[src/rtl/ata_pio_pkg.sv]
package ata_pio_pkg;
  localparam int NS_W = 8;
  localparam int NUM_T = 3;
  localparam int IDX_SETUP = 0;
  localparam int IDX_STROBE = 1;
  localparam int IDX_HOLD = 2;

  typedef logic [NUM_T-1:0][NS_W-1:0] ns_set_t;

  function automatic ns_set_t mode_ns(input logic [2:0] m);
    ns_set_t r;
    case (m)
      3'd1: r = {8'd15, 8'd125, 8'd50};
      3'd2: r = {8'd10, 8'd100, 8'd30};
      3'd3: r = {8'd10, 8'd80,  8'd30};
      3'd4: r = {8'd10, 8'd70,  8'd25};
      3'd5: r = {8'd10, 8'd65,  8'd15};
      3'd6: r = {8'd10, 8'd55,  8'd10};
      default: r = {8'd20, 8'd165, 8'd70};
    endcase
    return r;
  endfunction

  function automatic logic [1:0] mult_encode(input logic [1:0] dbl);
    case (dbl)
      2'd0: return 2'b01;
      2'd1: return 2'b10;
      2'd2: return 2'b00;
      default: return 2'b11;
    endcase
  endfunction
endpackage

[src/rtl/ata_ns_lut.sv]
module ata_ns_lut
  import ata_pio_pkg::*;
(
  input  logic [2:0] mode,
  output ns_set_t    ns_vals,
  output logic       iordy
);
  always_comb begin
    ns_vals = mode_ns(mode);
    iordy   = (mode <= 3'd4) || (mode == 3'd7);
  end
endmodule

[src/rtl/ata_cyc_conv.sv]
module ata_cyc_conv #(
  parameter int NS_W  = 8,
  parameter int MHZ_W = 11,
  parameter int CNT_W = NS_W + MHZ_W
) (
  input  logic [NS_W-1:0]  ns,
  input  logic [MHZ_W-1:0] mhz,
  output logic [CNT_W-1:0] cyc
);
  localparam int PROD_W = NS_W + MHZ_W + 1;
  logic [PROD_W-1:0] prod;
  logic [PROD_W-1:0] ceil_q;

  always_comb begin
    prod   = PROD_W'(ns) * PROD_W'(mhz);
    ceil_q = (prod + PROD_W'(999)) / PROD_W'(1000);
    cyc    = (ceil_q == '0) ? '0 : CNT_W'(ceil_q - PROD_W'(1));
  end
endmodule

[src/rtl/ata_fit_seq.sv]
module ata_fit_seq
  import ata_pio_pkg::*;
#(
  parameter int CNT_W   = 19,
  parameter int FIELD_W = 6,
  parameter int MAX_DBL = 3
) (
  input  logic                          clk,
  input  logic                          rst_n,
  input  logic                          load,
  input  logic [NUM_T-1:0][CNT_W-1:0]   cnt_in,
  input  logic                          iordy_in,
  output logic                          done,
  output logic [NUM_T-1:0][FIELD_W-1:0] fields,
  output logic [1:0]                    mult_code,
  output logic                          iordy_en
);
  localparam logic [CNT_W-1:0] LIMIT = CNT_W'(1) << FIELD_W;
  localparam logic [CNT_W-1:0] FMAX  = LIMIT - CNT_W'(1);
  localparam logic [1:0]       DMAX  = 2'(MAX_DBL);

  typedef enum logic {S_IDLE, S_FIT} st_t;

  st_t                          st_q, st_d;
  logic [NUM_T-1:0][CNT_W-1:0]  cnt_q, cnt_d;
  logic [1:0]                   dbl_q, dbl_d;
  logic                         io_q, io_d;
  logic                         done_d, out_en;
  logic [NUM_T-1:0][FIELD_W-1:0] fields_d;

  always_comb begin
    st_d   = st_q;
    cnt_d  = cnt_q;
    dbl_d  = dbl_q;
    io_d   = io_q;
    done_d = 1'b0;
    out_en = 1'b0;
    case (st_q)
      S_IDLE: begin
        if (load) begin
          cnt_d = cnt_in;
          dbl_d = 2'd0;
          io_d  = iordy_in;
          st_d  = S_FIT;
        end
      end
      default: begin
        if (cnt_q[IDX_STROBE] >= LIMIT && dbl_q != DMAX) begin
          for (int i = 0; i < NUM_T; i++) begin
            cnt_d[i] = CNT_W'(({1'b0, cnt_q[i]} + (CNT_W+1)'(1)) >> 1);
          end
          dbl_d = dbl_q + 2'd1;
        end else begin
          done_d = 1'b1;
          out_en = 1'b1;
          st_d   = S_IDLE;
        end
      end
    endcase
  end

  generate
    for (genvar g = 0; g < NUM_T; g++) begin : g_sat
      assign fields_d[g] = (cnt_q[g] > FMAX) ? FMAX[FIELD_W-1:0] : cnt_q[g][FIELD_W-1:0];
    end
  endgenerate

  always_ff @(posedge clk or negedge rst_n) begin
    if (!rst_n) begin
      st_q  <= S_IDLE;
      cnt_q <= '0;
      dbl_q <= 2'd0;
      io_q  <= 1'b0;
      done  <= 1'b0;
    end else begin
      st_q  <= st_d;
      cnt_q <= cnt_d;
      dbl_q <= dbl_d;
      io_q  <= io_d;
      done  <= done_d;
    end
  end

  always_ff @(posedge clk or negedge rst_n) begin
    if (!rst_n) begin
      fields    <= '0;
      mult_code <= 2'b00;
      iordy_en  <= 1'b0;
    end else if (out_en) begin
      fields    <= fields_d;
      mult_code <= mult_encode(dbl_q);
      iordy_en  <= io_q;
    end
  end
endmodule

[src/rtl/ata_pio_timing.sv]
module ata_pio_timing
  import ata_pio_pkg::*;
#(
  parameter int MHZ_W      = 11,
  parameter int FIELD_W    = 6,
  parameter int MAX_DBL    = 3,
  parameter int ADDR_SETUP = 1,
  parameter int LATCH_VAL  = 8
) (
  input  logic               clk,
  input  logic               rst_n,
  input  logic               start,
  input  logic [2:0]         mode,
  input  logic [MHZ_W-1:0]   clk_mhz,
  output logic               done,
  output logic [FIELD_W-1:0] setup_cyc,
  output logic [FIELD_W-1:0] rd_width,
  output logic [FIELD_W-1:0] wr_width,
  output logic [FIELD_W-1:0] rd_hold,
  output logic [FIELD_W-1:0] wr_hold,
  output logic [1:0]         mult_code,
  output logic               iordy_en,
  output logic [3:0]         addr_setup,
  output logic [3:0]         latch_cyc
);
  localparam int CNT_W = NS_W + MHZ_W;

  ns_set_t                       ns_vals;
  logic                          iordy_lut;
  logic [NUM_T-1:0][CNT_W-1:0]   cyc;
  logic [NUM_T-1:0][FIELD_W-1:0] fields;

  ata_ns_lut u_lut (
    .mode    (mode),
    .ns_vals (ns_vals),
    .iordy   (iordy_lut)
  );

  generate
    for (genvar g = 0; g < NUM_T; g++) begin : g_conv
      ata_cyc_conv #(.NS_W(NS_W), .MHZ_W(MHZ_W), .CNT_W(CNT_W)) u_conv (
        .ns  (ns_vals[g]),
        .mhz (clk_mhz),
        .cyc (cyc[g])
      );
    end
  endgenerate

  ata_fit_seq #(.CNT_W(CNT_W), .FIELD_W(FIELD_W), .MAX_DBL(MAX_DBL)) u_fit (
    .clk       (clk),
    .rst_n     (rst_n),
    .load      (start),
    .cnt_in    (cyc),
    .iordy_in  (iordy_lut),
    .done      (done),
    .fields    (fields),
    .mult_code (mult_code),
    .iordy_en  (iordy_en)
  );

  assign setup_cyc  = fields[IDX_SETUP];
  assign rd_width   = fields[IDX_STROBE];
  assign wr_width   = fields[IDX_STROBE];
  assign rd_hold    = fields[IDX_HOLD];
  assign wr_hold    = fields[IDX_HOLD];
  assign addr_setup = 4'(ADDR_SETUP);
  assign latch_cyc  = 4'(LATCH_VAL);
endmodule

[config.mk]
export PLATFORM = sky130hd
export DESIGN_NAME = ata_pio_timing
export DESIGN_NICKNAME = d
export VERILOG_FILES = /design/src/rtl/ata_pio_pkg.sv /design/src/rtl/ata_ns_lut.sv /design/src/rtl/ata_cyc_conv.sv /design/src/rtl/ata_fit_seq.sv /design/src/rtl/ata_pio_timing.sv
export SDC_FILE = /design/constraint.sdc
export NUM_CORES = 1
export LEC_CHECK = 0
export BUFFER_PORTS_ARGS = -buffer_cell sky130_fd_sc_hd__buf_2
export CAP_MARGIN = 15
export CORE_ASPECT_RATIO = 2
export CORE_UTILIZATION = 40
export DETAILED_ROUTE_END_ITERATION = 10
export PLACE_DENSITY = 0.54
export SETUP_SLACK_MARGIN = 0.05
export SLEW_MARGIN = 10
export SYNTH_ARGS = -nofsm -noshare
export SYNTH_HDL_FRONTEND = slang
export SYNTH_HIERARCHICAL = 1
export SYNTH_SLANG_ARGS = --single-unit
[constraint.sdc]
create_clock -name clk -period 3.3 [get_ports clk]
set_input_delay 0.66 -clock clk [delete_from_list [all_inputs] [get_ports clk]]
set_output_delay 0.66 -clock clk [all_outputs]
set_load 0.05 [all_outputs]
==> results of run 1 <==
## placed cells by master, fill, tap and decap left out, types with 17 or more instances in the layout
cell	netlist	layout
nand2_1	315	310
a21oi_4	5	17
nand4_1	51	51
inv_1	204	198
ha_1	150	126
a21o_1	38	35
ha_4	0	20
buf_6	14	40
o21ai_2	4	19
nor3_1	87	70
o21ai_0	135	93
nand3_1	98	91
a21oi_2	13	24
conb_1	6	24
o211ai_1	43	43
a21oi_1	159	136
o21a_1	28	24
fa_1	174	167
xor2_1	52	50
xnor2_1	86	74
nor2_1	194	170
nor2_2	4	18
a31oi_1	35	26
and2_4	2	22
and3_1	35	28
and2_1	225	207
a211oi_1	30	20
o22ai_1	24	23
buf_2	45	47
dfrtp_1	83	82
mux2i_1	47	40
buf_4	59	858
o21ai_1	27	50
a211o_1	20	17
nor4_1	35	22
## registers in the layout, summed over array words and instances, names as in the netlist
| name | flops |
|---|---|
| u_fit/cnt_q | 57 |
| u_fit/fields | 18 |
| u_fit/dbl_q | 2 |
| u_fit/mult_code | 2 |
| u_fit/done | 1 |
| u_fit/io_q | 1 |
| u_fit/iordy_en | 1 |
| u_fit/st_q | 1 |
## layer usage
metal  wire (um)  vias to the layer above  track usage, %
li1            -                    12895               -
met1       30760                    13109           25.77
met2       48230                      592           53.24
met3        1819                      256           1.525
met4        4294                        0           13.16
met5           0                        -               0
## worst max path at each step
stage / startpoint / end / cells past startpoint
finish: mode[2] / u_fit/cnt_q[11] / 51
global placement: mode[2] / u_fit/cnt_q[11] / 51
global route: mode[2] / u_fit/cnt_q[9] / 53
detailed placement: mode[2] / u_fit/cnt_q[11] / 51
floorplan: mode[0] / u_fit/cnt_q[11] / 51
CTS: mode[1] / u_fit/cnt_q[11] / 52
## timing repair
item	4_1_cts	5_1_grt
setup buffers	35	50
endpoints found under the setup margin	43	43
cloned	0	1
resized for setup	141	243
pin swaps	51	95
## critical path: cells and delay by family
kind                       cells  cell delay, ps
buffers and inverters         10            1240
AOI/OAI and AO/OA             17            3710
adders and majority gates      7            2900
muxes                          1             140
and+or+nand+nor               16            3470
## metrics by stage
| stage | TNS [ps] | setup WS (ps) | hold WS, ps | utilization, % | instance area, um^2 |
|---|---|---|---|---|---|
| detailed placement | -389200 | -9391 | 451.2 | 51.99 | 31720 |
| global placement | -380720 | -9230 | 448.9 | 51.99 | 31720 |
| finish | -350740 | -8595 | 260.9 | 56.60 | 34540 |
| CTS | -350990 | -8518 | 269.3 | 54.14 | 33040 |
| floorplan | -336440 | -8288 | 364.4 | - | 25590 |
| global route | -371170 | -8969 | 292.7 | 56.60 | 34540 |
## cells by family after synthesis
family	after synthesis	synth area share [%]
multiplexers	63	2.682
flip-flops	83	8.386
other	6	0.09092
buffers and inverters	399	8.017
AO/OA/AOI/OAI	884	27.30
adder cells (fa/ha/maj)	331	21.94
AND/OR/NAND/NOR	1221	26.18
XOR/XNOR	146	5.405
## final cells by class
class	count	area, um^2
clock buffers	9	225.2
inverters	209	794.5
well taps	780	975.9
fillers	5637	26480
repair buffers	954	7307
flip-flops and latches	83	2078
multi-input cells	2670	23080
clock inverters	7	76.32
==> reports/metrics.cfg, run 1 <==
[placed_design]
dp.cells=4613
port_buffers=50
gp_congestion=0.9318
dp_hpwl_um=69580

[run]
cap_violations=0

[synth]
synth_edf_count=0
synth_cell_type_count=166
netlist.area_leader.share_pct=14.06
synthTopCellsByArea=fa_1 14%, dfrtp_1 8.4%, ha_1 7.6%
synth_seq_cells=83
synth_area_leader_cell=fa_1
syn_area_um2=24770
ys_seq_area_share_pct=8.386
synth_commonest_cells=315 x nand2_1, 225 x and2_1, 204 x inv_1
synth-async-reset-ratio_pct=100.0
ys_warn_count=6
synth_top_flop_cell=dfrtp_1
synth.most_common_cell=nand2_1
netlist_instances=3133
synth_area_per_cell_um2=7.906

[worst_setup_path]
slowest_delay_ps=600
worstPathArrival_ps=12170
start_kind=input port
path_max_fanout=7
crit_required_ps=3580
r2r_end=u_fit/cnt_q[35]
timing.rr.start=u_fit/dbl_q[0]
cp-end-kind=register
rr_worst_depth=5
cp_slowest_cell=fa_1
rrSetupSlack_ps=510
worstSetupPathType=input port to register

[global_routing]
grt_pass1_wl_um=135000
grt_util_all_layers_pct=26.24
first_global_vias=27723
grt_max_degree=51
grt_overflow=0
antenna_found_initial=0

[sta]
rsz0062_at_grt=yes
postLayoutSetupSlackWorst_ps=-8595
fin_skew_ps=6.837
slew-limit-headroom_pct=38.07
drv_slew=0
post-route-period-util_pct=360.5
hold_viol=0
fin_crit_ps=11890
setup_viol=43
worst-slew-pin-transition_ps=916.9
fmax_mhz=84.07

[floorplan]
start_util_pct=40.59
die-area_um2=62980
row_count=128
die_w_um=178.0
io_pins=59
fp.dieH_um=353.9
fp.coreArea_um2=61020

[cells_and_area]
instances_no_fill=4712
drive_gt1_share_pct=37.97
diodes=0
nets=4268
area_delta_synth_final_pct=39.45

[min_path]
hold_path.class=input port to asynchronous set/reset pin

[route]
drt_iter0_drc=1274
dr.pass1.iters=5
wl_per_cell_um=18.06
vias=26852
antenna_left=0
wl_um=85110
via_per_inst=5.699
drc_errors=0

[run_status]
failed_checks=setup timing
status=finished, violations left

[clock_network]
cts_buffers=9
cts_num_sinks=83
clkSlewWorstSetupHoldPaths_ps=60
clock_latency_ps=360
hold_buffers=0
cts-root-buf=clkbuf_16
htree_num_levels=3
cts_tree=yes
clk_path_buf_depth=2

Power of run 1 is left out: the tool's default activity adds up to more than one toggle a clock period on the data nets, which glitch-free logic cannot reach.
==> inputs of run 2 (changes only) <==
--- a/config.mk
+++ b/config.mk
@@ -5,7 +5,7 @@
 export SDC_FILE = /design/constraint.sdc
 export NUM_CORES = 1
 export LEC_CHECK = 0
-export BUFFER_PORTS_ARGS = -buffer_cell sky130_fd_sc_hd__buf_2
+export BUFFER_PORTS_ARGS = -buffer_cell sky130_fd_sc_hd__clkbuf_2
 export CAP_MARGIN = 15
 export CORE_ASPECT_RATIO = 2
 export CORE_UTILIZATION = 40
==> reports/metrics.cfg, run 2 (same netlist as run 1, synthesis figures left out) <==
[min_path]
hold_path.class=input port to asynchronous set/reset pin  ; unchanged

[worst_setup_path]
crit_top_cell=buf_4
cp_slowest_cell=fa_1  ; unchanged
rr_worst_depth=6  ; was 5
rrSetupSlack_ps=400  ; was 510 ps
critPathTopFamily=compound AO/OA/AOI/OAI gates  ; unchanged
worstPathArrival_ps=11990  ; was 12,170 ps
cp-end-kind=register  ; unchanged
slowest_delay_ps=530  ; was 600 ps
start_kind=input port  ; unchanged
critPathBufInv=14  ; was 10
worstSetupPathType=input port to register  ; unchanged
critical_path_depth=55  ; was 51
path_max_fanout=8  ; was 7
crit_required_ps=3530  ; was 3580 ps

[run_status]
failed_checks=setup timing  ; unchanged
status=finished, violations left  ; unchanged

[cells_and_area]
n_fill_cell=5392  ; was 5,637
reg_top3=u_fit/cnt_q x57, u_fit/fields x18  ; unchanged
nets=4392  ; was 4,268
drive_gt1_share_pct=42.60  ; was 37.97%
design_area_um2=36540  ; was 34,540 um^2
final_cell_mix=940 x buf_4, 300 x nand2_1, 203 x and2_1  ; was 858 x buf_4, 310 x nand2_1, 207 x and2_1
post-route-util_pct=59.89  ; was 56.60%
area_delta_synth_final_pct=47.53  ; was 39.45%
top_register=u_fit/cnt_q  ; unchanged
largest_reg_flops=57  ; unchanged
diodes=0  ; unchanged
final_common_cell=buf_4  ; unchanged

[clock_network]
htree_num_levels=3  ; unchanged
cts-root-buf=clkbuf_16  ; unchanged
clkSlewWorstSetupHoldPaths_ps=60  ; about the same
cts_buffers=9  ; unchanged
cts_num_sinks=83  ; unchanged
hold_buffers=0  ; unchanged
clock_latency_ps=360  ; about the same
cts_tree=yes  ; unchanged
clk_path_buf_depth=2  ; unchanged

[placed_design]
gp_congestion=0.9062  ; was 0.9318
dpl_cell_area_um2=32170  ; was 31,720 um^2
place_ws_ps=-9171  ; was -9391 ps
port_buffers=50  ; unchanged
dp_hpwl_um=69620  ; was 69,580 um

[route]
drt_iter0_drc=1448  ; was 1,274
drc_errors=0  ; unchanged
dr.pass1.iters=5  ; unchanged
wl_per_cell_um=18.00  ; was 18.06 um
wl_um=87030  ; was 85,110 um
antenna_left=0  ; unchanged
via_per_inst=5.703  ; was 5.699
vias=27581  ; was 26,852

[sta]
setup_tns_ps=-351090  ; was -350,740 ps
setup_viol=43  ; unchanged
hold_viol=0  ; unchanged
fmax_mhz=85.05  ; was 84.07 MHz
worst-slew-pin-transition_ps=945.0  ; was 916.9 ps
rsz0062_at_grt=yes  ; unchanged
drv_slew=0  ; unchanged
slew-limit-headroom_pct=36.17  ; was 38.07%
post-route-period-util_pct=356.3  ; was 360.5%
fin_crit_ps=11760  ; was 11,890 ps
fin_skew_ps=5.234  ; was 6.837 ps
postLayoutSetupSlackWorst_ps=-8458  ; was -8595 ps

[floorplan]
io_pins=59  ; unchanged
fp.dieH_um=353.9  ; unchanged
fp.coreArea_um2=61020  ; unchanged
start_util_pct=40.59  ; unchanged
die_w_um=178.0  ; unchanged
die-area_um2=62980  ; unchanged
row_count=128  ; unchanged

[global_routing]
grt_pass1_wl_um=138400  ; was 135,000 um
antenna_found_initial=0  ; unchanged
grt_util_all_layers_pct=26.68  ; was 26.24%
grt_max_degree=54  ; was 51
first_global_vias=28688  ; was 27,723
grt_overflow=0  ; unchanged

[run]
cap_violations=0  ; unchanged

[run 2: changes by cell type in the layout (fill, tap and decap cells not counted), moves of 6 or more]
cell / delta
a211oi_1: -8
a21oi_1: -14
a21oi_2: +16
buf_2: -47
buf_4: +82
buf_6: +29
clkbuf_2: +46
nand2_1: -10
nand2_2: +7
nand3_1: -8
nand3_2: +8
nor2_1: -9
nor4_2: -6
[run 2: what timing repair did]
| action | CTS | global route |
|---|---|---|
| gates resized for setup | 323 | 253 |
| pin swaps | 197 | 176 |
| setup endpoints to repair | 43 | 43 |
| gates cloned | 0 | 3 |
| hold endpoints to repair | 0 | 0 |
| buffers inserted | 101 | 70 |
[run 2: layer usage]
metal	vias to the layer above	GRT usage, %	part of all wire, %
met5	-	0	0
met4	0	13.86	5.3
met3	303	1.589	2.4
met2	663	53.63	57
met1	13468	26.42	36
li1	13147	-	-
[run 2: area by class of cell]
type | instances | area [um^2] | share of cell area, %
Clock inverter | 6 | 88.84 | 0.2431
Timing Repair Buffer | 1078 | 8502 | 23.27
Tap cell | 780 | 975.9 | 2.671
Inverter | 209 | 792.0 | 2.167
Multi-Input combinational cell | 2670 | 23870 | 65.31
Sequential cell | 83 | 2078 | 5.687
Clock buffer | 10 | 239.0 | 0.6540
[run 2: through the flow]
step                cells  hold WS, ps
floorplan            3151        364.4
global placement     4655        449.6
detailed placement   4655        457.0
CTS                  4768        375.0
global route         4836        400.9
finish               4836        343.1
[run 2: path summary, 6_finish.rpt]
kind,from,to
max,mode[2],u_fit/cnt_q[5]
min,rst_n,u_fit/cnt_q[11]
max reg2reg,u_fit/dbl_q[0],u_fit/cnt_q[13]
min in group clk,u_fit/fields[0],u_fit/fields[0]
min reg2reg,u_fit/fields[0],u_fit/fields[0]
max in group asynchronous,rst_n,u_fit/fields[1]
Power of run 2 is left out for the same reason.
